### config.mk
export PLATFORM = sky130hd
export DESIGN_NAME = keyed_wdog
export DESIGN_NICKNAME = d
export VERILOG_FILES = /design/src/rtl/kwd_pkg.sv /design/src/rtl/kwd_lock.sv /design/src/rtl/kwd_cfg.sv /design/src/rtl/kwd_core.sv /design/src/rtl/keyed_wdog.sv
export SDC_FILE = /design/constraint.sdc
export NUM_CORES = 1
export LEC_CHECK = 0
export ABC_AREA = 1
export BUFFER_PORTS_ARGS = -buffer_cell sky130_fd_sc_hd__buf_2
export CORE_ASPECT_RATIO = 0.6
export CORE_MARGIN = 2
export CORE_UTILIZATION = 51
export CTS_CLUSTER_DIAMETER = 50
export DETAILED_ROUTE_END_ITERATION = 10
export PLACE_DENSITY = 0.82
export SYNTH_ARGS = -nofsm -noshare
export SYNTH_HDL_FRONTEND = slang
export SYNTH_HIERARCHICAL = 1
export SYNTH_SLANG_ARGS = --single-unit
### constraint.sdc
create_clock -name clk -period 2.82 [get_ports clk]
set_clock_uncertainty 0.05 [all_clocks]
set_input_delay 0.423 -clock clk [delete_from_list [all_inputs] [get_ports clk]]
set_output_delay 0.423 -clock clk [all_outputs]
set_load 0.01 [all_outputs]
### src/rtl/kwd_pkg.sv
package kwd_pkg;
  localparam int REG_W       = 32;
  localparam int CFG_SCALE_W = 4;

  localparam int OFS_CFG  = 'h00;
  localparam int OFS_CNT  = 'h08;
  localparam int OFS_SCL  = 'h10;
  localparam int OFS_FEED = 'h18;
  localparam int OFS_KEY  = 'h1C;
  localparam int OFS_CMP  = 'h20;

  localparam logic [REG_W-1:0] UNLOCK_WORD = 32'h0051_F15E;
  localparam logic [REG_W-1:0] FEED_WORD   = 32'h0D09_F00D;

  localparam int BIT_RSTEN = 8;
  localparam int BIT_ZCMP  = 9;
  localparam int BIT_RUN   = 12;
  localparam int BIT_AWAKE = 13;
  localparam int BIT_PEND  = 28;

  typedef struct packed {
    logic                   pend;
    logic                   awake;
    logic                   run;
    logic                   zcmp;
    logic                   rsten;
    logic [CFG_SCALE_W-1:0] scale;
  } cfg_t;
endpackage

### src/rtl/kwd_lock.sv
module kwd_lock (
  input  logic clk,
  input  logic rst,
  input  logic wr_en,
  input  logic key_sel,
  input  logic key_ok,
  output logic unlocked,
  output logic grant
);
  logic unl_q;

  always_ff @(posedge clk) begin
    if (rst)        unl_q <= 1'b0;
    else if (wr_en) unl_q <= key_sel & key_ok;
  end

  assign unlocked = unl_q;
  assign grant    = wr_en & ~key_sel & unl_q;

  // any non-key write spends the unlock
  assert_relock_R3: assert property (@(posedge clk) disable iff (rst)
    wr_en && !key_sel |=> !unlocked);
  // the right word opens the block
  assert_open_R2: assert property (@(posedge clk) disable iff (rst)
    wr_en && key_sel && key_ok |=> unlocked);
  // a wrong key word keeps it shut
  assert_wrongkey_R2: assert property (@(posedge clk) disable iff (rst)
    wr_en && key_sel && !key_ok |=> !unlocked);
endmodule

### src/rtl/kwd_cfg.sv
module kwd_cfg
  import kwd_pkg::*;
(
  input  logic clk,
  input  logic rst,
  input  logic wr,
  input  cfg_t wr_val,
  input  logic match,
  output cfg_t cfg
);
  cfg_t cfg_q;

  always_ff @(posedge clk) begin
    if (rst) begin
      cfg_q <= '0;
    end else begin
      if (wr)    cfg_q <= wr_val;
      if (match) cfg_q.pend <= 1'b1;
    end
  end

  assign cfg = cfg_q;

  // a match raises pending on the next edge
  assert_pend_set_R10: assert property (@(posedge clk) disable iff (rst)
    match |=> cfg.pend);
  // pending is sticky without a config write
  assert_pend_sticky_R11: assert property (@(posedge clk) disable iff (rst)
    cfg.pend && !wr |=> cfg.pend);
  // fields hold when no granted write arrives
  assert_cfg_hold_R4: assert property (@(posedge clk) disable iff (rst)
    !wr |=> $stable({cfg.scale, cfg.rsten, cfg.zcmp, cfg.run, cfg.awake}));
endmodule

### src/rtl/kwd_core.sv
module kwd_core #(
  parameter int CNT_W   = 31,
  parameter int CMP_W   = 16,
  parameter int SCALE_W = 4
) (
  input  logic               clk,
  input  logic               rst,
  input  logic               tick,
  input  logic               run,
  input  logic               zcmp,
  input  logic               rsten,
  input  logic [SCALE_W-1:0] scale,
  input  logic               cnt_wr,
  input  logic [CNT_W-1:0]   cnt_val,
  input  logic               feed,
  input  logic               cmp_wr,
  input  logic [CMP_W-1:0]   cmp_val,
  output logic [CNT_W-1:0]   count,
  output logic [CMP_W-1:0]   scaled,
  output logic [CMP_W-1:0]   cmp,
  output logic               match,
  output logic               rst_req
);
  localparam int STAGES = SCALE_W;
  localparam logic [CNT_W-1:0] ONE = {{(CNT_W-1){1'b0}}, 1'b1};

  logic [CNT_W-1:0] cnt_q, cnt_nx;
  logic [CMP_W-1:0] cmp_q;
  logic             match_d, rreq_q;
  logic [CNT_W-1:0] stg [0:STAGES];

  // log-depth right shifter, one stage per scale bit
  assign stg[0] = cnt_q;
  for (genvar i = 0; i < STAGES; i++) begin : g_shift
    assign stg[i+1] = scale[i] ? (stg[i] >> (1 << i)) : stg[i];
  end

  assign scaled = stg[STAGES][CMP_W-1:0];
  assign match  = run & (scaled == cmp_q);

  always_comb begin
    cnt_nx = cnt_q;
    if (cnt_wr)              cnt_nx = cnt_val;
    else if (feed)           cnt_nx = '0;
    else if (match && zcmp)  cnt_nx = '0;
    else if (run && tick)    cnt_nx = cnt_q + ONE;
  end

  always_ff @(posedge clk) begin
    if (rst) begin
      cnt_q   <= '0;
      cmp_q   <= '0;
      match_d <= 1'b0;
      rreq_q  <= 1'b0;
    end else begin
      cnt_q   <= cnt_nx;
      match_d <= match;
      rreq_q  <= match & ~match_d & rsten;
      if (cmp_wr) cmp_q <= cmp_val;
    end
  end

  assign count   = cnt_q;
  assign cmp     = cmp_q;
  assign rst_req = rreq_q;

  // frozen while run is clear and nothing writes
  assert_freeze_R9: assert property (@(posedge clk) disable iff (rst)
    !run && !cnt_wr && !feed |=> $stable(count));
  // one step per tick
  assert_step_R9: assert property (@(posedge clk) disable iff (rst)
    run && tick && !match && !cnt_wr && !feed |=> count == $past(count) + ONE);
  // feed clears
  assert_feed_R6: assert property (@(posedge clk) disable iff (rst)
    feed |=> count == '0);
  // zero-on-match clears
  assert_zcmp_R10: assert property (@(posedge clk) disable iff (rst)
    match && zcmp && !cnt_wr |=> count == '0);
  // request follows a match with reset enable
  assert_rreq_R12: assert property (@(posedge clk) disable iff (rst)
    rst_req |-> $past(match) && $past(rsten));
  // one cycle wide
  assert_rreq_pulse_R12: assert property (@(posedge clk) disable iff (rst)
    rst_req |=> !rst_req);
endmodule

### src/rtl/keyed_wdog.sv
module keyed_wdog
  import kwd_pkg::*;
#(
  parameter int ADDR_W  = 6,
  parameter int DATA_W  = 32,
  parameter int CNT_W   = 31,
  parameter int CMP_W   = 16
) (
  input  logic              clk,
  input  logic              rst,
  input  logic              tick,
  input  logic [ADDR_W-1:0] bus_addr,
  input  logic              bus_we,
  input  logic [DATA_W-1:0] bus_wdata,
  output logic [DATA_W-1:0] bus_rdata,
  output logic              irq,
  output logic              rst_req
);
  localparam int SCALE_W = CFG_SCALE_W;

  logic sel_cfg, sel_cnt, sel_scl, sel_feed, sel_key, sel_cmp;
  logic unlocked, grant, match;
  cfg_t cfg, cfg_new;
  logic [CNT_W-1:0]  count;
  logic [CMP_W-1:0]  scaled, cmp;
  logic [DATA_W-1:0] rd_mux, rd_q;

  assign sel_cfg  = bus_addr == ADDR_W'(OFS_CFG);
  assign sel_cnt  = bus_addr == ADDR_W'(OFS_CNT);
  assign sel_scl  = bus_addr == ADDR_W'(OFS_SCL);
  assign sel_feed = bus_addr == ADDR_W'(OFS_FEED);
  assign sel_key  = bus_addr == ADDR_W'(OFS_KEY);
  assign sel_cmp  = bus_addr == ADDR_W'(OFS_CMP);

  kwd_lock u_lock (
    .clk      (clk),
    .rst      (rst),
    .wr_en    (bus_we),
    .key_sel  (sel_key),
    .key_ok   (bus_wdata == UNLOCK_WORD),
    .unlocked (unlocked),
    .grant    (grant)
  );

  always_comb begin
    cfg_new       = '0;
    cfg_new.scale = bus_wdata[SCALE_W-1:0];
    cfg_new.rsten = bus_wdata[BIT_RSTEN];
    cfg_new.zcmp  = bus_wdata[BIT_ZCMP];
    cfg_new.run   = bus_wdata[BIT_RUN];
    cfg_new.awake = bus_wdata[BIT_AWAKE];
    cfg_new.pend  = bus_wdata[BIT_PEND];
  end

  kwd_cfg u_cfg (
    .clk    (clk),
    .rst    (rst),
    .wr     (grant & sel_cfg),
    .wr_val (cfg_new),
    .match  (match),
    .cfg    (cfg)
  );

  kwd_core #(.CNT_W(CNT_W), .CMP_W(CMP_W), .SCALE_W(SCALE_W)) u_core (
    .clk     (clk),
    .rst     (rst),
    .tick    (tick),
    .run     (cfg.run),
    .zcmp    (cfg.zcmp),
    .rsten   (cfg.rsten),
    .scale   (cfg.scale),
    .cnt_wr  (grant & sel_cnt),
    .cnt_val (bus_wdata[CNT_W-1:0]),
    .feed    (grant & sel_feed & (bus_wdata == FEED_WORD)),
    .cmp_wr  (grant & sel_cmp),
    .cmp_val (bus_wdata[CMP_W-1:0]),
    .count   (count),
    .scaled  (scaled),
    .cmp     (cmp),
    .match   (match),
    .rst_req (rst_req)
  );

  always_comb begin
    rd_mux = '0;
    if (sel_cfg) begin
      rd_mux[SCALE_W-1:0] = cfg.scale;
      rd_mux[BIT_RSTEN]   = cfg.rsten;
      rd_mux[BIT_ZCMP]    = cfg.zcmp;
      rd_mux[BIT_RUN]     = cfg.run;
      rd_mux[BIT_AWAKE]   = cfg.awake;
      rd_mux[BIT_PEND]    = cfg.pend;
    end
    if (sel_cnt) rd_mux[CNT_W-1:0] = count;
    if (sel_scl) rd_mux[CMP_W-1:0] = scaled;
    if (sel_key) rd_mux[0]         = unlocked;
    if (sel_cmp) rd_mux[CMP_W-1:0] = cmp;
  end

  always_ff @(posedge clk) begin
    if (rst) rd_q <= '0;
    else     rd_q <= rd_mux;
  end

  assign bus_rdata = rd_q;
  assign irq       = cfg.pend;

  // key offset reports the lock state seen before the edge
  assert_key_read_R2: assert property (@(posedge clk) disable iff (rst)
    sel_key |=> bus_rdata == {{(DATA_W-1){1'b0}}, $past(unlocked)});
  // feed offset never returns data
  assert_feed_read_R6: assert property (@(posedge clk) disable iff (rst)
    sel_feed |=> bus_rdata == '0);
  // a locked write never reaches the registers
  assert_locked_R4: assert property (@(posedge clk) disable iff (rst)
    bus_we && !unlocked && sel_cmp |=> $stable(cmp));
endmodule

After elaboration in Yosys (flattened, before gate mapping)
Cells that the tools add are included.
{"block": "word_totals", "register_bits": 91, "input_bits": 42, "out_inout_bits": 34, "wordCells": 61}
{"block": "classes", "n_addsub": 1, "eq_ne": 8, "muxes": 18, "bitwise_logic": 14, "n_reduce_logical": 6}
{"operator": "$mux W31", "n": 4}
{"operator": "$mux W16", "n": 3}
{"operator": "$eq A32 B23 Y1 const B", "n": 1}
{"operator": "$eq A32 B28 Y1 const B", "n": 1}
{"operator": "$add A31 B1 Y31 const B", "n": 1}
{"operator": "$mux W30", "n": 1}
{"operator": "$mux W29", "n": 1}
{"operator": "$mux W28", "n": 1}
{"operator": "$mux W24", "n": 1}
{"operator": "$eq A6 B5 Y1 const B", "n": 3}
{"operator": "$eq A16 B16 Y1", "n": 1}
{"operator": "$and A1 B1 Y1", "n": 11}
{"operator": "$mux W9", "n": 1}
{"operator": "$eq A6 B4 Y1 const B", "n": 1}
{"operator": "$eq A6 B6 Y1 const B", "n": 1}
{"operator": "$logic_not A6 Y1", "n": 1}
{"operator": "$mux W2", "n": 2}
{"operator": "$mux W4", "n": 1}
{"operator": "$reduce_bool A4 Y1", "n": 1}
{"operator": "$mux W1", "n": 3}
{"operator": "$not A1 Y1", "n": 3}
{"operator": "$logic_and A1 B1 Y1", "n": 2}
{"operator": "$reduce_bool A2 Y1", "n": 1}
{"operator": "$reduce_or A2 Y1", "n": 1}

Longest topological paths before layout
Gate-level depths: netlist of run 1.
{"block": "logic_depth", "ltp_word": 10, "ltp_mapped": 19, "mapped_depth_nobuf": 17}

Modules after synthesis
The synthesis of run 1 kept the hierarchy.
{"mod": "kwd_core", "instances": 1, "cells_per_inst": 875, "area_per_inst_um2": 4670.7, "seq_area_each_um2": 980.9}
{"mod": "keyed_wdog", "instances": 1, "cells_per_inst": 262, "area_per_inst_um2": 1644.1, "seq_area_each_um2": 620.6}
{"mod": "kwd_cfg", "instances": 1, "cells_per_inst": 43, "area_per_inst_um2": 327.8, "seq_area_each_um2": 180.2}
{"mod": "kwd_lock", "instances": 1, "cells_per_inst": 7, "area_per_inst_um2": 51.3, "seq_area_each_um2": 20.0}

Worst setup path before layout of run 1
OpenSTA, ideal clock, no wires.
{"block": "synth_path", "path_kind": "input -> register", "startpoint": "input port bus_addr[4]", "endpoint": "register u_core.cnt_q[17] (netlist: u_core/count[17])", "setup_ns": 0.064, "t_arrival_ns": 2.446, "required_time_ns": 2.706, "path_slack_ns": 0.260, "path_stages": 15, "n_path_buf": 1, "path_cell_list": "inv_1 nor2_1 inv_1 nor4_1 nor2_1 inv_1 nor2_1 clkbuf_1 nor2_1 clkinv_1 a211oi_1 nand2_1 nand2_1 nor2_1 nor2_1"}
{"block": "synth_between", "elab_chain_len": 8, "elab_cells_between_ends": 12, "cone_classes": "eq/ne (3); mux (2); bitwise (6); reduce/logical (1)"}
{"item": "from (decl)", "line": "keyed_wdog.sv:12", "text": "input logic [ADDR_W-1:0] bus_addr,"}
{"item": "$eq A6 B5 Y1 *", "line": "keyed_wdog.sv:32", "text": "assign sel_key = bus_addr == ADDR_W'(OFS_KEY);"}
{"item": "named net sel_key", "line": "keyed_wdog.sv:21", "text": "logic sel_cfg, sel_cnt, sel_scl, sel_feed, sel_key, sel_cmp;"}
{"item": "$not A1 Y1 *", "line": "kwd_lock.sv:18", "text": "assign grant = wr_en & ~key_sel & unl_q;"}
{"item": "$and A1 B1 Y1 * (2 in a row)", "line": "kwd_lock.sv:18"}
{"item": "named net grant", "line": "keyed_wdog.sv:22", "text": "logic unlocked, grant, match;"}
{"item": "$and A1 B1 Y1 (2 in a row)", "line": "keyed_wdog.sv:74", "text": ".feed (grant & sel_feed & (bus_wdata == FEED_WORD)),"}
{"item": "$mux W31", "line": "kwd_core.sv:44", "text": "else if (feed) cnt_nx = '0;"}
{"item": "$mux W31", "line": "kwd_core.sv:43", "text": "if (cnt_wr) cnt_nx = cnt_val;"}
{"item": "to (signal assigned)", "line": "kwd_core.sv:56", "text": "cnt_q <= cnt_nx;"}
{"item": "to (decl)", "line": "kwd_core.sv:27", "text": "logic [CNT_W-1:0] cnt_q, cnt_nx;"}
Mark *: on every way through the listed nets, which the timed path passes. The rest lies on a longest branch.
A chain may end at the register's enable or synchronous reset.

Worst setup path after layout of run 1
{"block": "layout_path", "startpoint": "register u_cfg.cfg_q (netlist bit u_cfg/cfg[2])", "endpoint": "register u_core.cnt_q[22] (netlist: u_core/count[22])"}
{"block": "layout_between", "elab_chain_len": 8, "elab_cells_between_ends": 9, "cone_classes": "eq/ne (1); mux (5); bitwise (1); reduce/logical (2)"}
{"item": "from (decl)", "line": "kwd_cfg.sv:11", "text": "cfg_t cfg_q;"}
{"item": "from (signal assigned)", "line": "kwd_cfg.sv:17", "text": "if (wr) cfg_q <= wr_val;"}
{"item": "$mux W24 *", "line": "kwd_core.sv:35", "text": "assign stg[i+1] = scale[i] ? (stg[i] >> (1 << i)) : stg[i];"}
{"item": "$mux W16 *", "line": "kwd_core.sv:35"}
{"item": "$eq A16 B16 Y1 *", "line": "kwd_core.sv:39", "text": "assign match = run & (scaled == cmp_q);"}
{"item": "$and A1 B1 Y1 *", "line": "kwd_core.sv:39"}
{"item": "$logic_and A1 B1 Y1 *", "line": "kwd_core.sv:45", "text": "else if (match && zcmp) cnt_nx = '0;"}
{"item": "$mux W31", "line": "kwd_core.sv:45"}
{"item": "$mux W31", "line": "kwd_core.sv:44"}
{"item": "$mux W31", "line": "kwd_core.sv:43"}
Mark *: on every way between the ends. The rest lies on a longest branch, timed or not.

==> flow_metrics.env, run 1 <==
export IMPL_outcome="complete, no violations"
export IMPL_count_of_h_tree_levels_built_during_cts=3
export IMPL_buffer_ports_inserted=74
export IMPL_critical_path_slowest_cell="dfxtp_1"
export IMPL_worst_endpoint_arrival_ns=2.94
export IMPL_wirelength_mm=25.3
export IMPL_cpPeakStageDelay_ns=0.38
export IMPL_worst_reg2reg_path_startpoint="u_cfg/cfg[2]$_SDFFE_PP0P_"
export IMPL_clk_insertion_delay_late_ns=0.36
export IMPL_cts_reportedPaths_clkPinSlew_ns=0.08
export IMPL_cts_buffers=9
export IMPL_grt_setup_unrepaired="no"
export IMPL_wire_length_of_the_first_global_routing_pass_mm=39.3
export IMPL_critical_path_endpoint_type="flop"
export IMPL_avgSynthCellArea_um2=5.64
export IMPL_synth_seq_cells=90
export IMPL_netlist_cell_type_count=34
export IMPL_worstSetupStartpointType="flop"
export IMPL_worstPathMaxFanout=47
export IMPL_setup_violators_final=0
export IMPL_grt_start_max_net_pins=48
export IMPL_numClockSinks=90
export IMPL_die_w_um=152
export IMPL_worst_slew_pin_slew_ns=0.864
export IMPL_rr_endpoint="u_core/count[22]$_SDFFE_PP0P_"
export IMPL_final_core_utilization_pct=60.5
export IMPL_power_uw=2650
export IMPL_post_route_cells_drive_above_1_share_pct=13.2
export IMPL_dr_total_vias=8421
export IMPL_totalNegativeSetupSlack_ns=0
export IMPL_antennaDiodeCount=0
export IMPL_final_max_slew_violation_count=0
export IMPL_synthesis_nets=1230
export IMPL_worstHoldPathType="input pin to flop"
export IMPL_synth_cells=1187
export IMPL_floorplan_core_area_mm2=0.0128
export IMPL_clock_tree_buffer_depth=2
export IMPL_max_cap_violations=0
export IMPL_criticalPathCategory="flop to flop"
export IMPL_cellPowerDensity_mw_per_mm2=342
export IMPL_detail_route_wl_per_cell_um=17.6
export IMPL_postRouteAntennaNets=0
export IMPL_cts_root_buffer="clkbuf_16"
export IMPL_p_leak_uw=0.00380
export IMPL_antenna_found_initial=0
export IMPL_data_required_time_at_the_worst_endpoint_ns=3.06
export IMPL_design_final_nets=1306
export IMPL_post_synth_instance_area_mm2=0.00669
export IMPL_max_freq_ghz=0.371
export IMPL_post_route_min_period_ns=2.70
export IMPL_die_area_mm2=0.0141
export IMPL_ys_seq_area_share_pct=26.9
export IMPL_path_cells="clkinvlp_4, buf_4, nand3_1, nand3_1, nand2_1, nand2_1, nand2_1, inv_1, nand2_1, nor2_1, nand4_2, buf_12, nand2_1, nor2_4, nor2_1, nor2_1"
export IMPL_ios=76
export IMPL_post_synth_top_area_cell="dfxtp_1"
export IMPL_detail_route_first_pass_iterations=7
export IMPL_hold_path_cell_cnt=3
export IMPL_via_per_inst=5.86
export IMPL_drtIter0Drc=1261
export IMPL_synth_warnings=6
export IMPL_rows=32
export IMPL_place_gp_congestion=1.06
export IMPL_reg2reg_depth=16
export IMPL_cts_tree="built"
export IMPL_worst_ir_drop_vdd_uv=286
export IMPL_n_fill_cell=1318
export IMPL_crit_end="u_core/count[22]$_SDFFE_PP0P_"
export IMPL_grt_ovfl_total=0
export IMPL_post_synth_top_area_fraction_pct=26.9
export IMPL_area_delta_synth_final_pct=15.8
export IMPL_timing_final_hold_violations=0
export IMPL_critical_path_startpoint="u_cfg/cfg[2]$_SDFFE_PP0P_"
export IMPL_ff2ff_setup_slack_ns=0.12
export IMPL_groute_usage_overall_pct=35.5
export IMPL_critical_path_top_cell_by_count="nand2_1"
export IMPL_timing_max_slew_rel_slack_pct=42.2
export IMPL_hpwl_after_dpl_mm=19.3
export IMPL_yosys_top_cells_area="dfxtp_1 (27%), nand2_1 (18%), nand3_1 (14%), nor2_1 (10%), inv_1 (7.2%)"
export IMPL_die_span_y_um=92.7
export IMPL_final_min_period_over_clock_period_pct=95.7
export IMPL_start_util_pct=52.2
export IMPL_route_detailed_drc=0
export IMPL_number_of_global_route_vias_before_repair=7204
-- worst min-delay path by stage --
stage | to | slack (ns) | start
finish | u_lock/unlocked$_SDFFE_PP0P_ | 0.28 | bus_we
global route | u_lock/unlocked$_SDFFE_PP0P_ | 0.28 | bus_we
CTS | u_lock/unlocked$_SDFFE_PP0P_ | 0.27 | bus_we
detailed placement | u_core/rst_req$_SDFF_PP0_ | 0.41 | u_core/match_d$_SDFF_PP0_
global placement | u_core/rst_req$_SDFF_PP0_ | 0.40 | u_core/match_d$_SDFF_PP0_
floorplan | bus_rdata[18]$_SDFF_PP0_ | 0.36 | u_core/count[18]$_SDFFE_PP0P_
-- cell type report --
type,instances,area (um^2),area share (%)
well taps,170,213,2.74
multi-input cells,886,4040,52.2
clock inverters,7,71.3,0.920
repair buffers,129,833,10.7
flip-flops and latches,90,1800,23.3
clock buffers,9,225,2.91
inverters,147,563,7.26
-- logic make-up (layout without fill, tap and decap cells) --
family | count (synthesis) | after routing | share of synthesized area (%)
xor+xnor | 12 | 12 | 1.57
simple gates | 797 | 797 | 52.5
flops | 90 | 90 | 26.9
fa+ha+maj | 1 | 1 | 0.187
buf+inv | 211 | 292 | 12.9
other cells | 1 | 1 | 0.0560
compound gates | 75 | 75 | 5.85
-- flip-flops by register name, summed over array words and instances (netlist names) --
register	cells
bus_rdata	31
u_cfg/cfg	9
u_core/cmp	16
u_core/count	31
u_core/match_d	1
u_core/rst_req	1
u_lock/unlocked	1
-- per-stage QoR --
stage | hold slack (ns) | cells | cell area (um^2) | setup slack [ns]
2_1_floorplan | 0.357 | 1187 | 6690 | 0.260
3_5_place_dp | 0.411 | 1422 | 7440 | 0.0333
5_1_grt | 0.278 | 1438 | 7750 | 0.00722
3_3_place_gp | 0.405 | 1422 | 7440 | 0.108
6_report | 0.276 | 1438 | 7750 | 0.121
4_1_cts | 0.269 | 1438 | 7730 | 0.0519
-- synth_stat cells (all sizes together) --
| cell | n |
|---|---|
| nand2 | 325 |
| nand3 | 190 |
| nor2 | 185 |
| inv | 134 |
| dfxtp | 90 |
| nand4 | 64 |
| o21ai | 51 |
| buf | 33 |
| clkbuf | 31 |
| a21oi | 20 |
| clkinv | 13 |
| xor2 | 12 |
| nor3 | 10 |
| nand3b | 8 |
| nor4 | 8 |
| nor3b | 4 |
| or2 | 3 |
| a211oi | 1 |
| a22o | 1 |
| conb | 1 |
| ha | 1 |
| o2111ai | 1 |
| o21bai | 1 |
-- where the power goes --
part / switching [uW] / internal (uW) / total, uW
clock: 600 / 623 / 1220
sequential: 3.17 / 1270 / 1280
combinational: 99.3 / 49.1 / 148
total: 703 / 1940 / 2650
-- metal layers --
metal | share of wire [%] | GRT usage, % | vias to the layer above | wire length, um
met5 | 0.39 | 5.49 | - | 99
met3 | 19 | 15.4 | 44 | 4780
met2 | 36 | 45.9 | 689 | 9100
li1 | - | - | 3980 | -
met1 | 43 | 52.0 | 3706 | 10800
met4 | 1.8 | 8.64 | 2 | 460
-- layout by cell type, fill, tap and decap left out, types with 2 or more instances in the layout --
cell type,n
inv_6,2
clkinvlp_4,3
inv_8,2
a21oi_1,19
buf_12,4
nor3b_1,4
nand3b_1,8
dfxtp_1,89
nor2_1,176
nor3_1,10
nor4_1,8
nand4_1,63
nor2_4,4
or2_2,3
buf_4,51
nand3_1,189
clkbuf_16,9
clkinv_1,13
buf_2,74
inv_1,128
nor2_2,5
xor2_1,12
inv_2,3
nand2_1,324
o21ai_0,51
-- worst max-delay path, delay by kind of cell, from the launching register on --
kind / cells / cell delay, ns
flip-flops: 1 / 0.38
buffers and inverters: 4 / 0.78
AND/OR/NAND/NOR: 12 / 1.39
-- repair_timing --
action / CTS / global route
setup endpoints to repair: 0 / 32
endpoints found under the hold margin: 0 / 0
buffers inserted: 0 / 0
hold buffers: 0 / 0
resized for setup: 0 / 8
No activity file was read; power rests on OpenSTA's default activity.
==> run 2: changes to the inputs <==
- RECOVER_POWER: not set -> 50
==> run 2 against run 1 <==
Against the previous run:
- sequential share of layout area up 0.25 points
- total power down 0.26%
- sequential power about the same
- worst hold slack worse by 0.0036 ns
- critical endpoint unchanged
- count of clock-buffer cells in the layout unchanged
- global-route usage unchanged
- maximum frequency up 1.2%
- final area down 1.0%
- critical path depth unchanged
- die area unchanged
==> flow_metrics.env, run 2 (synthesis gave the netlist of run 1 again) <==
export IMPL_count_of_h_tree_levels_built_during_cts=3
export IMPL_fin_hold_ws_ns=0.272
export IMPL_dr_total_vias=8322
export IMPL_critical_path_endpoint_type="flop"
export IMPL_hold_path_cell_cnt=3
export IMPL_design_final_nets=1306
export IMPL_floorplan_core_area_mm2=0.0128
export IMPL_grt_ovfl_total=0
export IMPL_max_cap_violations=0
export IMPL_final_common_cell="nand2_1"
export IMPL_post_route_cells_drive_above_1_share_pct=9.78
export IMPL_n_fill_cell=1335
export IMPL_worstSetupStartpointType="flop"
export IMPL_worst_ir_drop_vdd_uv=288
export IMPL_start_util_pct=52.2
export IMPL_most_frequent_cells_in_the_layout="nand2_1 (324), nand3_1 (190), nor2_1 (179)"
export IMPL_wl_met2_mm=9.11
export IMPL_rr_endpoint="u_core/count[22]$_SDFFE_PP0P_"
export IMPL_totalNegativeSetupSlack_ns=0
export IMPL_worstHoldPathType="input pin to flop"
export IMPL_antennaDiodeCount=0
export IMPL_hpwl_after_dpl_mm=19.3
export IMPL_wire_length_of_the_first_global_routing_pass_mm=39.3
export IMPL_critical_path_slowest_cell="dfxtp_1"
export IMPL_worst_endpoint_arrival_ns=2.91
export IMPL_worst_reg2reg_path_startpoint="u_cfg/cfg[2]$_SDFFE_PP0P_"
export IMPL_buffer_ports_inserted=74
export IMPL_place_ws_ns=0.0333
export IMPL_worstPathMaxFanout=47
export IMPL_grt_setup_unrepaired="no"
export IMPL_route_detailed_drc=0
export IMPL_antenna_found_initial=0
export IMPL_dr_max_layer_used="met5"
export IMPL_reg2reg_depth=16
export IMPL_outcome="complete, no violations"
export IMPL_met1_routed_length_mm=10.9
export IMPL_hp_start="bus_we"
export IMPL_regArea_mm2=0.00180
export IMPL_ios=76
export IMPL_rows=32
export IMPL_drtIter0Drc=1340
export IMPL_wirelength_mm=25.2
export IMPL_die_span_y_um=92.7
export IMPL_final_max_slew_violation_count=0
export IMPL_grt_start_max_net_pins=48
export IMPL_cts_root_buffer="clkbuf_16"
export IMPL_via_per_inst=5.79
export IMPL_max_freq_ghz=0.375
export IMPL_worst_slew_pin_slew_ns=1.05
export IMPL_multi_input_gate_area_mm2=0.00402
export IMPL_setup_violators_final=0
export IMPL_cts_tree="built"
export IMPL_numClockSinks=90
export IMPL_cts_hold_buffers=0
export IMPL_final_critical_path_setup_slack_ns=0.154
export IMPL_cpPeakStageDelay_ns=0.38
export IMPL_critical_path_top_cell_by_count="nand2_1"
export IMPL_wl_met3_mm=4.60
export IMPL_cellPowerDensity_mw_per_mm2=344
export IMPL_path_cells="clkinvlp_4, buf_4, nand3_1, nand3_1, nand2_1, nand2_1, nand2_1, inv_1, nand2_1, nor2_1, nand4_2, buf_12, nand2_1, nor2_4, nor2_1, nor2_1"
export IMPL_number_of_global_route_vias_before_repair=7204
export IMPL_cts_resized=0
export IMPL_timing_max_slew_rel_slack_pct=29.5
export IMPL_timing_final_hold_violations=0
export IMPL_p_leak_uw=0.00363
export IMPL_final_min_period_over_clock_period_pct=94.5
export IMPL_ff2ff_setup_slack_ns=0.15
export IMPL_die_w_um=152
export IMPL_die_area_mm2=0.0141
export IMPL_detail_route_first_pass_iterations=8
export IMPL_post_dp_cell_area_mm2=0.00744
export IMPL_worst_hold_path_endpoint="u_lock/unlocked$_SDFFE_PP0P_"
export IMPL_number_of_buffers_inserted_to_repair_setup_after_cts=0
export IMPL_criticalPathCategory="flop to flop"
export IMPL_place_gp_congestion=1.06
export IMPL_detail_route_wl_per_cell_um=17.5
export IMPL_clk_insertion_delay_late_ns=0.36
export IMPL_postRouteAntennaNets=0
export IMPL_groute_usage_overall_pct=35.5
export IMPL_area_delta_synth_final_pct=14.6
export IMPL_post_route_min_period_ns=2.67
export IMPL_cts_reportedPaths_clkPinSlew_ns=0.08
export IMPL_clock_tree_buffer_depth=2
export IMPL_data_required_time_at_the_worst_endpoint_ns=3.07
export IMPL_cts_buffers=9
export IMPL_layout_cell_area_non_filler_mm2=0.00767
==> run 2: final cells by class <==
| type | count | area share [%] |
|---|---|---|
| Multi-Input combinational cell | 886 | 52.4 |
| Sequential cell | 90 | 23.5 |
| Timing Repair Buffer | 129 | 10.1 |
| Inverter | 147 | 7.34 |
| Clock buffer | 9 | 2.94 |
| Tap cell | 170 | 2.77 |
| Clock inverter | 7 | 0.930 |
==> run 2: per-stage QoR <==
stage / std cells / power (uW) / util (%)
after floorplan: 1187 / 1370 / -
after global placement: 1422 / 1450 / 58.1
after detailed placement: 1422 / 1450 / 58.1
after CTS: 1438 / 2660 / 60.4
after global routing: 1438 / 2720 / 59.9
final: 1438 / 2640 / 59.9
==> run 2: routing by layer <==
| metal | vias to the layer above | GRT usage, % |
|---|---|---|
| met5 | - | 5.49 |
| met4 | 2 | 8.64 |
| met3 | 48 | 15.4 |
| met2 | 639 | 45.9 |
| met1 | 3658 | 52.0 |
| li1 | 3975 | - |
==> run 2: worst max path at each step <==
stage / startpoint / end / slack [ns] / cells after the start
5_1_grt: u_core/count[0]$_SDFFE_PP0P_ / u_core/count[26]$_SDFFE_PP0P_ / 0.007 / 17
3_3_place_gp: u_cfg/cfg[1]$_SDFFE_PP0P_ / u_core/count[22]$_SDFFE_PP0P_ / 0.11 / 17
6_report: u_cfg/cfg[2]$_SDFFE_PP0P_ / u_core/count[22]$_SDFFE_PP0P_ / 0.15 / 16
2_1_floorplan: bus_addr[4] / u_core/count[17]$_SDFFE_PP0P_ / 0.26 / 15
4_1_cts: u_cfg/cfg[0]$_SDFFE_PP0P_ / u_core/count[22]$_SDFFE_PP0P_ / 0.05 / 16
3_5_place_dp: bus_addr[4] / u_core/count[17]$_SDFFE_PP0P_ / 0.03 / 17
==> run 2: worst max-delay path: cells and delay by family (launching register included) <==
kind	cells	cell delay (ns)
AND/OR/NAND/NOR	12	1.40
buffers and inverters	4	0.78
flip-flops	1	0.38
==> run 2: power breakdown <==
part	switching (uW)	internal, uW
sequential	3.16	1270
combinational	96.5	47.0
clock	598	623
total	698	1940
